===== config.mk =====
export PLATFORM = sky130hd
export DESIGN_NAME = glitch_inserter
export DESIGN_NICKNAME = d
export VERILOG_FILES = /design/src/rtl/glitch_pkg.sv /design/src/rtl/trig_sync.sv /design/src/rtl/window_timer.sv /design/src/rtl/clk_select.sv /design/src/rtl/glitch_inserter.sv
export SDC_FILE = /design/constraint.sdc
export NUM_CORES = 1
export LEC_CHECK = 0
export BUFFER_PORTS_ARGS = -buffer_cell sky130_fd_sc_hd__buf_2
export CAP_MARGIN = 20
export CELL_PAD_IN_SITES_DETAIL_PLACEMENT = 1
export CELL_PAD_IN_SITES_GLOBAL_PLACEMENT = 2
export CORE_MARGIN = 2
export CORE_UTILIZATION = 33
export CTS_BUF_LIST = sky130_fd_sc_hd__clkbuf_16
export DETAILED_ROUTE_END_ITERATION = 10
export PLACE_DENSITY_LB_ADDON = 0.2
export SLEW_MARGIN = 40
export SYNTH_ARGS = -nofsm -noshare
export SYNTH_HDL_FRONTEND = slang
export SYNTH_SLANG_ARGS = --single-unit

===== constraint.sdc =====
create_clock -name tick_clk -period 2.9 [get_ports tick_clk]
set_clock_uncertainty 0.05 [all_clocks]
set_input_delay 0.435 -clock tick_clk [delete_from_list [all_inputs] [get_ports tick_clk]]
set_output_delay 0.435 -clock tick_clk [all_outputs]
set_load 0.1 [all_outputs]

===== src/rtl/glitch_pkg.sv =====
package glitch_pkg;

  // Value the window counter takes one tick later when nothing new is loaded.
  function automatic int unsigned count_after(int unsigned cur);
    return (cur == 0) ? 0 : cur - 1;
  endfunction

  // Disturbed clock: toggles on every edge of either oscillator.
  function automatic logic mix_osc(logic a, logic b);
    return a ^ b;
  endfunction

endpackage


===== src/rtl/trig_sync.sv =====
module trig_sync #(
  parameter int STAGES = 2
) (
  input  logic clk,
  input  logic rst_n,
  input  logic async_i,
  output logic rise_o
);
  logic [STAGES-1:0] chain_q;
  logic              last_q;

  generate
    for (genvar g = 0; g < STAGES; g++) begin : g_stage
      if (g == 0) begin : g_first
        always_ff @(posedge clk) begin
          if (!rst_n) chain_q[0] <= 1'b0;
          else        chain_q[0] <= async_i;
        end
      end else begin : g_next
        always_ff @(posedge clk) begin
          if (!rst_n) chain_q[g] <= 1'b0;
          else        chain_q[g] <= chain_q[g-1];
        end
      end
    end
  endgenerate

  always_ff @(posedge clk) begin
    if (!rst_n) last_q <= 1'b0;
    else        last_q <= chain_q[STAGES-1];
  end

  assign rise_o = chain_q[STAGES-1] & ~last_q;

  AST_RISE_SINGLE: assert property (@(posedge clk) disable iff (!rst_n)
    rise_o |=> !rise_o);

endmodule


===== src/rtl/window_timer.sv =====
module window_timer
  import glitch_pkg::*;
#(
  parameter int CW = 16
) (
  input  logic          clk,
  input  logic          rst_n,
  input  logic          start_req,
  input  logic [CW-1:0] dur,
  output logic          busy_o,
  output logic          start_ok_o,
  output logic          ignored_o
);
  logic [CW-1:0] cnt_q;
  logic [CW-1:0] cnt_d;

  assign busy_o     = (cnt_q != '0);
  assign start_ok_o = start_req && !busy_o && (dur != '0);
  assign ignored_o  = start_req && busy_o;

  always_comb begin
    if (start_ok_o) cnt_d = dur;
    else            cnt_d = CW'(count_after(int'(cnt_q)));
  end

  always_ff @(posedge clk) begin
    if (!rst_n) cnt_q <= '0;
    else        cnt_q <= cnt_d;
  end

  AST_LOAD_VALUE: assert property (@(posedge clk) disable iff (!rst_n)
    start_ok_o |=> (cnt_q == $past(dur)));
  AST_ZERO_NO_WINDOW: assert property (@(posedge clk) disable iff (!rst_n)
    (start_req && !busy_o && dur == '0) |=> !busy_o);
  AST_RETRIG_IGNORED: assert property (@(posedge clk) disable iff (!rst_n)
    ignored_o |=> (cnt_q == $past(cnt_q) - 1'b1));
  AST_STEADY_COUNT: assert property (@(posedge clk) disable iff (!rst_n)
    busy_o |=> (cnt_q == $past(cnt_q) - 1'b1));
  AST_RISE_FROM_START: assert property (@(posedge clk) disable iff (!rst_n)
    $rose(busy_o) |-> $past(start_ok_o));

endmodule


===== src/rtl/clk_select.sv =====
module clk_select
  import glitch_pkg::*;
(
  input  logic sel,
  input  logic norm_clk,
  input  logic osc_a,
  input  logic osc_b,
  output logic out_clk
);
  logic mix_w;

  assign mix_w   = mix_osc(osc_a, osc_b);
  assign out_clk = sel ? mix_w : norm_clk;

endmodule


===== src/rtl/glitch_inserter.sv =====
module glitch_inserter #(
  parameter int CW          = 16,
  parameter int SYNC_STAGES = 2
) (
  input  logic          tick_clk,
  input  logic          rst_n,
  input  logic          norm_clk,
  input  logic          osc_a,
  input  logic          osc_b,
  input  logic          trig_in,
  input  logic [CW-1:0] dur_cnt,
  output logic          tgt_clk,
  output logic          busy
);
  logic trig_rise_w;
  logic start_ok_w;
  logic ignored_w;
  logic busy_w;

  trig_sync #(.STAGES(SYNC_STAGES)) u_sync (
    .clk     (tick_clk),
    .rst_n   (rst_n),
    .async_i (trig_in),
    .rise_o  (trig_rise_w)
  );

  window_timer #(.CW(CW)) u_timer (
    .clk        (tick_clk),
    .rst_n      (rst_n),
    .start_req  (trig_rise_w),
    .dur        (dur_cnt),
    .busy_o     (busy_w),
    .start_ok_o (start_ok_w),
    .ignored_o  (ignored_w)
  );

  clk_select u_sel (
    .sel      (busy_w),
    .norm_clk (norm_clk),
    .osc_a    (osc_a),
    .osc_b    (osc_b),
    .out_clk  (tgt_clk)
  );

  assign busy = busy_w;

  AST_IDLE_PASS: assert property (@(posedge tick_clk) disable iff (!rst_n)
    !busy |-> (tgt_clk == norm_clk));
  AST_WINDOW_MIX: assert property (@(posedge tick_clk) disable iff (!rst_n)
    busy |-> (tgt_clk == (osc_a != osc_b)));
  AST_START_NEEDS_EDGE: assert property (@(posedge tick_clk) disable iff (!rst_n)
    start_ok_w |-> trig_rise_w);
  AST_NO_START_WHEN_IGNORED: assert property (@(posedge tick_clk) disable iff (!rst_n)
    ignored_w |-> !start_ok_w);

endmodule


After elaboration in Yosys (flattened, before gate mapping). Cells that the tools add are included.

Output and inout bits: 2. Bits of input ports: 22. Bits in registers: 19.

Bitwise logic cells: 3. Muxes and demuxes: 3. $add $sub $neg: 1. Reductions and logical operators: 6.

Operators by type and width (count): two-way mux 16 bit (2); nonzero test 16 bit (2); logical NOT 16 bit (1); subtractor 16 x 1 -> 16 bit, second input constant (1); logical AND 1 bit (2); bitwise AND 1 bit (1); logical NOT 1 bit (1); two-way mux 1 bit (1); inverter 1 bit (1); XOR 1 bit (1).

Logic depth before layout (Yosys ltp). Gate-level depths: netlist of run 1.

Word-level depth: 5. Depth in mapped cells: 9. Depth with buffers taken out: 7.

Modules after synthesis. A second synthesis of run 1 with hierarchy kept.

Cell total of the unflattened synthesis: 128. Area, all modules: 1143.6 um^2.

By module, submodules not included: window_timer (seq. area each 320.3 um^2, instances 1, area an instance 1033.5 um^2, cells each 118); trig_sync (seq. area each 60.1 um^2, instances 1, area an instance 92.6 um^2, cells each 7); clk_select (seq. area each 0.0 um^2, instances 1, area an instance 17.5 um^2, cells each 3).

Worst setup path after synthesis of run 1. OpenSTA, ideal clock, no wires.

Path type: reg-to-output. From: reg u_timer.cnt_q[0]. To: out tgt_clk. Data required time: 2415 ps. Slack: -920 ps. Data arrival time: 3335 ps. Cell stages (with the launch flop): 8. Path through: dfxtp_1 -> inv_1 -> ha_1 -> nor4b_1 -> and4_1 -> buf_6 -> buf_4 -> o21ai_0.

Word-level cells in the longest chain between the ends: 2.

Ends and longest elaborated chain: start: declaration (RTL line window_timer.sv:14) `logic [CW-1:0] cnt_q;`; start signal: assignment (RTL line window_timer.sv:28) `else cnt_q <= cnt_d;`; nonzero test 16 bit (RTL line window_timer.sv:17) `assign busy_o = (cnt_q != '0);`; two-way mux 1 bit (RTL line clk_select.sv:13) `assign out_clk = sel ? mix_w : norm_clk;`; end: declaration (RTL line glitch_inserter.sv:12) `output logic tgt_clk,`.

No other way between the ends.

Worst setup path in the final report of run 1.
From: reg u_timer.cnt_q[0]. To: out busy.

Word-level cells in the longest chain between the ends: 1.

Ends and longest elaborated chain: nonzero test 16 bit (RTL line window_timer.sv:17); end: declaration (RTL line glitch_inserter.sv:13) `output logic busy`.

No other way between the ends.

==> impl_metrics.csv, run 1 <==
group,metric,value,unit
die,dieArea,3710,um2
sta,setup_viol,0,
routing,drc,0,
finish,diodes,0,
clock_tree,clk_latency,250,ps
die,fp.dieW,60.9,um
global_route,grt_max_degree,16,
sta,fin_ws,449,ps
sta,setup_tns,0,ps
clock_tree,ctsRootBufferMaster,"clkbuf_16",
critical_path,cp_data_arrival_time,1970,ps
global_route,grt_pass1_vias,943,
placed_design,dp_hpwl,2.21,mm
clock_tree,clock_path_buffers,2,
critical_path,path_class,"register to output port",
min_path,hold_class,"input pin to register",
placed_design,gp_congestion,0.805,
routing,vias,985,
global_route,antenna_found_initial,0,
synthesis,synthCells,122,
die,rows,20,
die,io_pins,24,
global_route,grtUsageTotal,17.6,%
finish,drive_gt1_share,25.0,%
sta,period_share,84.5,%
routing,ant_nets,0,
routing,wire_per_inst,15.0,um
critical_path,cp-end-kind,"output port",
synthesis,syn-num-nets,146,
finish,area_delta_synth_final,22.9,%
synthesis,ys_warn_count,0,
finish,nFillCells,385,
clock_tree,ctsHoldBuffers,0,
sta,drv_slew,0,
critical_path,cp_max_fo,14,
routing,wl,2.82,mm
sta,fmax,408,MHz
clock_tree,cts_resized,0,
power_and_ir_drop,ir_worst_vdd,0.457,mV
finish,final_nets,169,
routing,drt-pass1-iter-count,4,
global_route,grt_pass1_wl,4.65,mm
die,core_area,3050,um2
synthesis,ys_seq_elements,19,
clock_tree,post_cts.repair.setup_buffers,0,
flow_run,max_cap_violations,0,
power_and_ir_drop,power.leakage,0.512,nW
placed_design,port_buffers,23,
sta,rsz0062_at_grt,"false",
routing,drtIter0Drc,41,
die,die_height,60.9,um
sta,relSlewSlack,54.6,%
synthesis,synthesis.area,1070,um2
clock_tree,cts_tree,"built",
routing,vias_per_cell,5.24,
placed_design,place_ws,721,ps
critical_path,crit_required,2410,ps
die,initial_utilization,35.0,%
synthesis,synth_cell_types,32,
synthesis,avgSynthCellArea,8.75,um2
clock_tree,clk_pin_slew_worst_paths,60,ps
sta,finalHoldViolCount,0,
outcome,run_status,"finished clean",
power_and_ir_drop,cellPowerDensity,1050,nW/um2
synthesis,ys_seq_area_share,35.6,%
sta,layout_min_cycle_time,2450,ps
clock_tree,htreeDepth,1,
sta,tightest_slew,681,ps
clock_tree,cts_buffers,3,
clock_tree,cts.sinks,19,
critical_path,start_kind,"register",
global_route,grt_overflow,0,
==> placed cells by master, fill, tap and decap left out <==
master,n
a211oi_1,3
a21oi_1,9
a32oi_1,1
a41oi_2,1
and2_1,3
and4_1,1
buf_12,1
buf_2,22
buf_4,2
clkbuf_16,3
clkinv_2,1
dfxtp_1,19
ha_1,2
inv_1,4
inv_4,1
nand2_1,6
nand2b_1,2
nand3_1,7
nand3b_1,1
nand4_1,11
nand4b_1,2
nor2_1,4
nor3_1,3
nor3b_2,1
nor4_1,5
nor4_2,1
nor4_4,2
nor4b_1,1
o21ai_0,9
o21ai_2,1
o31a_1,1
or3_1,1
xnor2_1,2
xor2_1,11
==> power breakdown <==
group          total, mW  switching (mW)  internal (mW)
Combinational      0.676           0.405          0.271
Clock              0.284          0.0995          0.185
Sequential         0.412          0.0830          0.329
==> final timing paths <==
kind,depth (start not counted),slack [ps],endpoint,startpoint
setup / recovery,6,450,busy,u_timer.cnt_q[0]$_SDFF_PN0_
hold / removal,2,340,u_sync.chain_q[0]$_SDFF_PN0_,trig_in
setup reg to reg,7,1050,u_timer.cnt_q[15]$_SDFF_PN0_,u_timer.cnt_q[0]$_SDFF_PN0_
hold reg to reg,1,390,u_sync.chain_q[1]$_SDFF_PN0_,u_sync.chain_q[0]$_SDFF_PN0_
==> per-layer routing <==
layer	up-vias	GRT usage [%]	share of wire, %
li1	493	-	-
met5	-	0	0
met1	473	24.5	49
met4	0	8.39	1.9
met2	14	26.7	47
met3	5	2.56	2.3
==> final cells by class <==
class	count	area [um2]	share of cell area, %
Clock inverter	1	5.00	0.382
Tap cell	44	55.1	4.20
Timing Repair Buffer	25	145	11.1
Clock buffer	3	75.1	5.73
Multi-Input combinational cell	91	629	48.0
Sequential cell	19	380	29.0
Inverter	5	21.3	1.62
==> registers in the layout (all words and copies together), names as in the netlist <==
signal	count
u_sync.chain_q	2
u_timer.cnt_q	16
u_sync.last_q	1
==> synth_stat cells <==
master | instances | share of area [%]
nor2_1 | 4 | 1.4
nand3b_1 | 1 | 0.70
a32oi_1 | 1 | 0.82
clkbuf_1 | 2 | 0.70
o21ai_0 | 10 | 4.7
buf_4 | 1 | 0.70
a41oi_1 | 1 | 0.82
inv_1 | 4 | 1.4
ha_1 | 2 | 2.3
buf_6 | 2 | 2.1
nor4b_1 | 1 | 0.82
nor4_1 | 5 | 2.9
xnor2_1 | 2 | 1.6
nand2_1 | 6 | 2.1
and2_1 | 3 | 1.8
and4_1 | 1 | 0.82
nand2b_1 | 2 | 1.2
xor2_1 | 11 | 9.0
or3_1 | 1 | 0.59
nor3b_2 | 1 | 1.2
nand4_1 | 11 | 6.4
inv_4 | 1 | 0.59
nand4b_1 | 2 | 1.6
a21oi_1 | 9 | 4.2
dfxtp_1 | 19 | 36
buf_2 | 2 | 0.94
a211oi_1 | 3 | 2.1
nor4_4 | 2 | 4.0
o31a_1 | 1 | 0.82
nor3_1 | 3 | 1.4
nand3_1 | 7 | 3.3
nor4_2 | 1 | 1.2
==> logic make-up after synthesis <==
| group | after synthesis | synth area share (%) |
|---|---|---|
| xor+xnor | 13 | 10.7 |
| compound gates | 25 | 13.5 |
| fa+ha+maj | 2 | 2.34 |
| simple gates | 51 | 31.4 |
| flops | 19 | 35.6 |
| buf+inv | 12 | 6.45 |
==> worst max-delay path, cell delays in order (launching register included) <==
cell     delay [ps]
dfxtp_1         350
inv_1            80
ha_1            210
nor4b_1         140
and4_1          290
inv_4           170
buf_2           450
==> through the flow <==
step	instances	util [%]	hold WS (ps)	power, mW	cell area (um2)
3_3_place_gp	184	40.1	375	1.09	1220
4_1_cts	188	43.0	337	1.39	1310
5_1_grt	188	43.0	354	1.47	1310
3_5_place_dp	184	40.3	382	1.10	1230
6_report	188	43.0	337	1.37	1310
2_1_floorplan	122	-	362	0.937	1070
(Power assumes the default switching activity.)
==> run 2: changes to the inputs <==
--- a/config.mk
+++ b/config.mk
@@ -10,7 +10,7 @@
 export CELL_PAD_IN_SITES_DETAIL_PLACEMENT = 1
 export CELL_PAD_IN_SITES_GLOBAL_PLACEMENT = 2
 export CORE_MARGIN = 2
-export CORE_UTILIZATION = 33
+export CORE_UTILIZATION = 28
 export CTS_BUF_LIST = sky130_fd_sc_hd__clkbuf_16
 export DETAILED_ROUTE_END_ITERATION = 10
 export PLACE_DENSITY_LB_ADDON = 0.2
==> constraint.sdc (replaced) <==
create_clock -name tick_clk -period 2.05 [get_ports tick_clk]
set_clock_uncertainty 0.05 [all_clocks]
set_input_delay 0.3075 -clock tick_clk [delete_from_list [all_inputs] [get_ports tick_clk]]
set_output_delay 0.3075 -clock tick_clk [all_outputs]
set_load 0.1 [all_outputs]
==> run 2 against run 1 <==
Against the previous run: critical path depth grew 1; highest routed layer unchanged; flip-flop and latch count is the same; register-to-register slack lost 740 ps; via count grew 5.1%; largest cell class unchanged.
==> impl_metrics.csv, run 2 (synthesized netlist as in run 1, its figures left out) <==
group,metric,value,unit
outcome,run_status,"finished clean",
power_and_ir_drop,cellPowerDensity,1500,nW/um2
finish,final_cell_mix,"21 x buf_2, 17 x dfxtp_1, 11 x xor2_1, 11 x nand4_1",
power_and_ir_drop,p_int,1.27,mW
routing,drtIter0Drc,30,
routing,drt-pass1-iter-count,4,
placed_design,dp_hpwl,2.29,mm
clock_tree,clock_path_buffers,2,
finish,mostFrequentLayoutCell,"buf_2",
finish,final_util,39.5,%
clock_tree,cts_buffers,3,
global_route,grt_overflow,0,
finish,diodes,0,
sta,finalHoldViolCount,0,
placed_design,place_inst,192,
routing,wire_per_inst,14.9,um
critical_path,cp_max_fo,3,
power_and_ir_drop,pwr-share-comb,54.1,%
sta,period_share,97.7,%
sta,relSlewSlack,63.3,%
global_route,grt_pass1_vias,1061,
die,rows,22,
clock_tree,htreeDepth,1,
die,dieArea,4320,um2
sta,drv_slew,0,
placed_design,gp_congestion,0.746,
power_and_ir_drop,power.share.switching,41.4,%
global_route,grtUsageTotal,15.6,%
finish,regMostFlops,"u_timer.cnt_q",
critical_path,path_buf_inv,3,
min_path,hold_class,"input pin to register",
finish,final_nets,177,
power_and_ir_drop,seqPwrFrac,27.1,%
placed_design,port_buffers,23,
die,fp.dieW,65.7,um
critical_path,crit_slowest_cell,"dfxtp_2",
routing,dr_wl_met3,108,um
clock_tree,ctsRootBufferMaster,"clkbuf_16",
clock_tree,cts_tree,"built",
power_and_ir_drop,pwr-share-clk,18.8,%
finish,largest_reg_flops,16,
critical_path,ff2ff_setup_slack,310,ps
global_route,grt_max_degree,16,
critical_path,crit_required,1690,ps
critical_path,start_kind,"register",
finish,layout.cells.non_filler,200,
clock_tree,cts.sinks,19,
critical_path,cp-end-kind,"output port",
routing,drc,0,
sta,whs,204,ps
critical_path,r2r_cells,8,
critical_path,slowest_delay,330,ps
global_route,antenna_found_initial,0,
critical_path,r2r_end,"u_timer.cnt_q[12]$_SDFF_PN0_",
routing,wl_met1,1.47,mm
finish,area_delta_synth_final,35.4,%
routing,vias_per_cell,5.18,
sta,tightest_slew,546,ps
finish,reg_top3,"u_timer.cnt_q (16), u_sync.chain_q (2), u_sync.last_q (1)",
power_and_ir_drop,power.leakage,0.576,nW
critical_path,timing.rr.start,"u_timer.cnt_q[0]$_SDFF_PN0_",
clock_tree,clk_latency,250,ps
critical_path,path_cells,"inv_2, ha_4, nor4b_4, and4_4, buf_6, o21ai_4, buf_12",
die,io_pins,24,
min_path,min_to,"u_sync.chain_q[0]$_SDFF_PN0_",
global_route,grt_pass1_wl,5.12,mm
critical_path,cp_data_arrival_time,1650,ps
power_and_ir_drop,ir_worst_vdd,0.427,mV
finish,drive_gt1_share,33.6,%
sta,layout_min_cycle_time,2000,ps
finish,stdcell_area,1450,um2
die,initial_utilization,29.2,%
critical_path,cp_top_family,"simple AND/OR/NAND/NOR gates",
routing,wl_met2,1.36,mm
routing,wl,2.98,mm
routing,top_layer,"met4",
flow_run,max_cap_violations,0,
sta,setup_viol,0,
sta,fmax,499,MHz
min_path,whs_path_depth,2,
sta,rsz0062_at_grt,"true",
power_and_ir_drop,p_sw,0.896,mW
clock_tree,clk_pin_slew_worst_paths,60,ps
routing,vias,1035,
min_path,min_from,"trig_in",
placed_design,placed_cell_area,1280,um2
die,die_height,65.7,um
die,core_area,3660,um2
routing,ant_nets,0,
critical_path,path_class,"register to output port",
run 2: cell count changes in the layout (fill, tap and decap cells not counted), moves of 2 or more:
cell / change
buf_4: +6
buf_12: +2
dfxtp_1: -2
dfxtp_2: +2
inv_1: -2
inv_2: +2
run 2: worst register-to-register path: cells and delay by family, from the launching register on:
family	cells	cell delay (ps)
buffers and inverters	3	260
AOI/OAI and AO/OA	2	350
adders and majority gates	1	130
and+or+nand+nor	2	510
DFF	1	330
run 2: how the worst max path moves through the flow:
stage,start,endpoint,slack (ps),cells past startpoint
final,u_timer.cnt_q[0]$_SDFF_PN0_,tgt_clk,50,7
after global routing,u_timer.cnt_q[0]$_SDFF_PN0_,tgt_clk,-6,7
after CTS,u_timer.cnt_q[1]$_SDFF_PN0_,tgt_clk,0.01,7
after detailed placement,u_timer.cnt_q[0]$_SDFF_PN0_,tgt_clk,70,7
after global placement,u_timer.cnt_q[0]$_SDFF_PN0_,tgt_clk,180,7
after floorplan,u_timer.cnt_q[0]$_SDFF_PN0_,tgt_clk,6,7
run 2: cell type report:
type	instances	area (um2)
clock buffer	3	75.1
clock inverter	1	5.00
fill	441	2220
inverter	5	23.8
multi-input combinational	91	662
sequential	19	383
tap	48	60.1
timing repair buffer	33	236
run 2: timing repair:
| item | 4_1_cts | 5_1_grt |
|---|---|---|
| setup buffers | 4 | 0 |
| endpoints found under the setup margin | 2 | 2 |
| gates resized for setup | 5 | 5 |
| pin swaps | 1 | 4 |
| hold buffers | 0 | 0 |
run 2: per-stage QoR:
step / total power [mW] / worst slack, ps / setup TNS, ps
floorplan: 1.34 / 5.94 / 0
global placement: 1.61 / 182 / 0
detailed placement: 1.62 / 69.1 / 0
CTS: 2.13 / 0.00988 / 0
global route: 2.32 / -5.75 / -5.75
finish: 2.16 / 46.3 / 0
run 2: routing by layer:
layer	vias to the layer above	GRT usage (%)
met1	498	21.2
met4	0	6.25
met2	22	24.5
li1	511	-
met3	4	2.57
met5	-	0
run 2: power by group through the flow:
| stage | clock network (mW) | registers [mW] | logic [mW] |
|---|---|---|---|
| after global placement | 0 | 0.577 | 1.03 |
| final | 0.406 | 0.587 | 1.17 |
| after floorplan | 0 | 0.558 | 0.787 |
| after CTS | 0.421 | 0.576 | 1.13 |
| after detailed placement | 0 | 0.587 | 1.03 |
| after global routing | 0.438 | 0.600 | 1.29 |
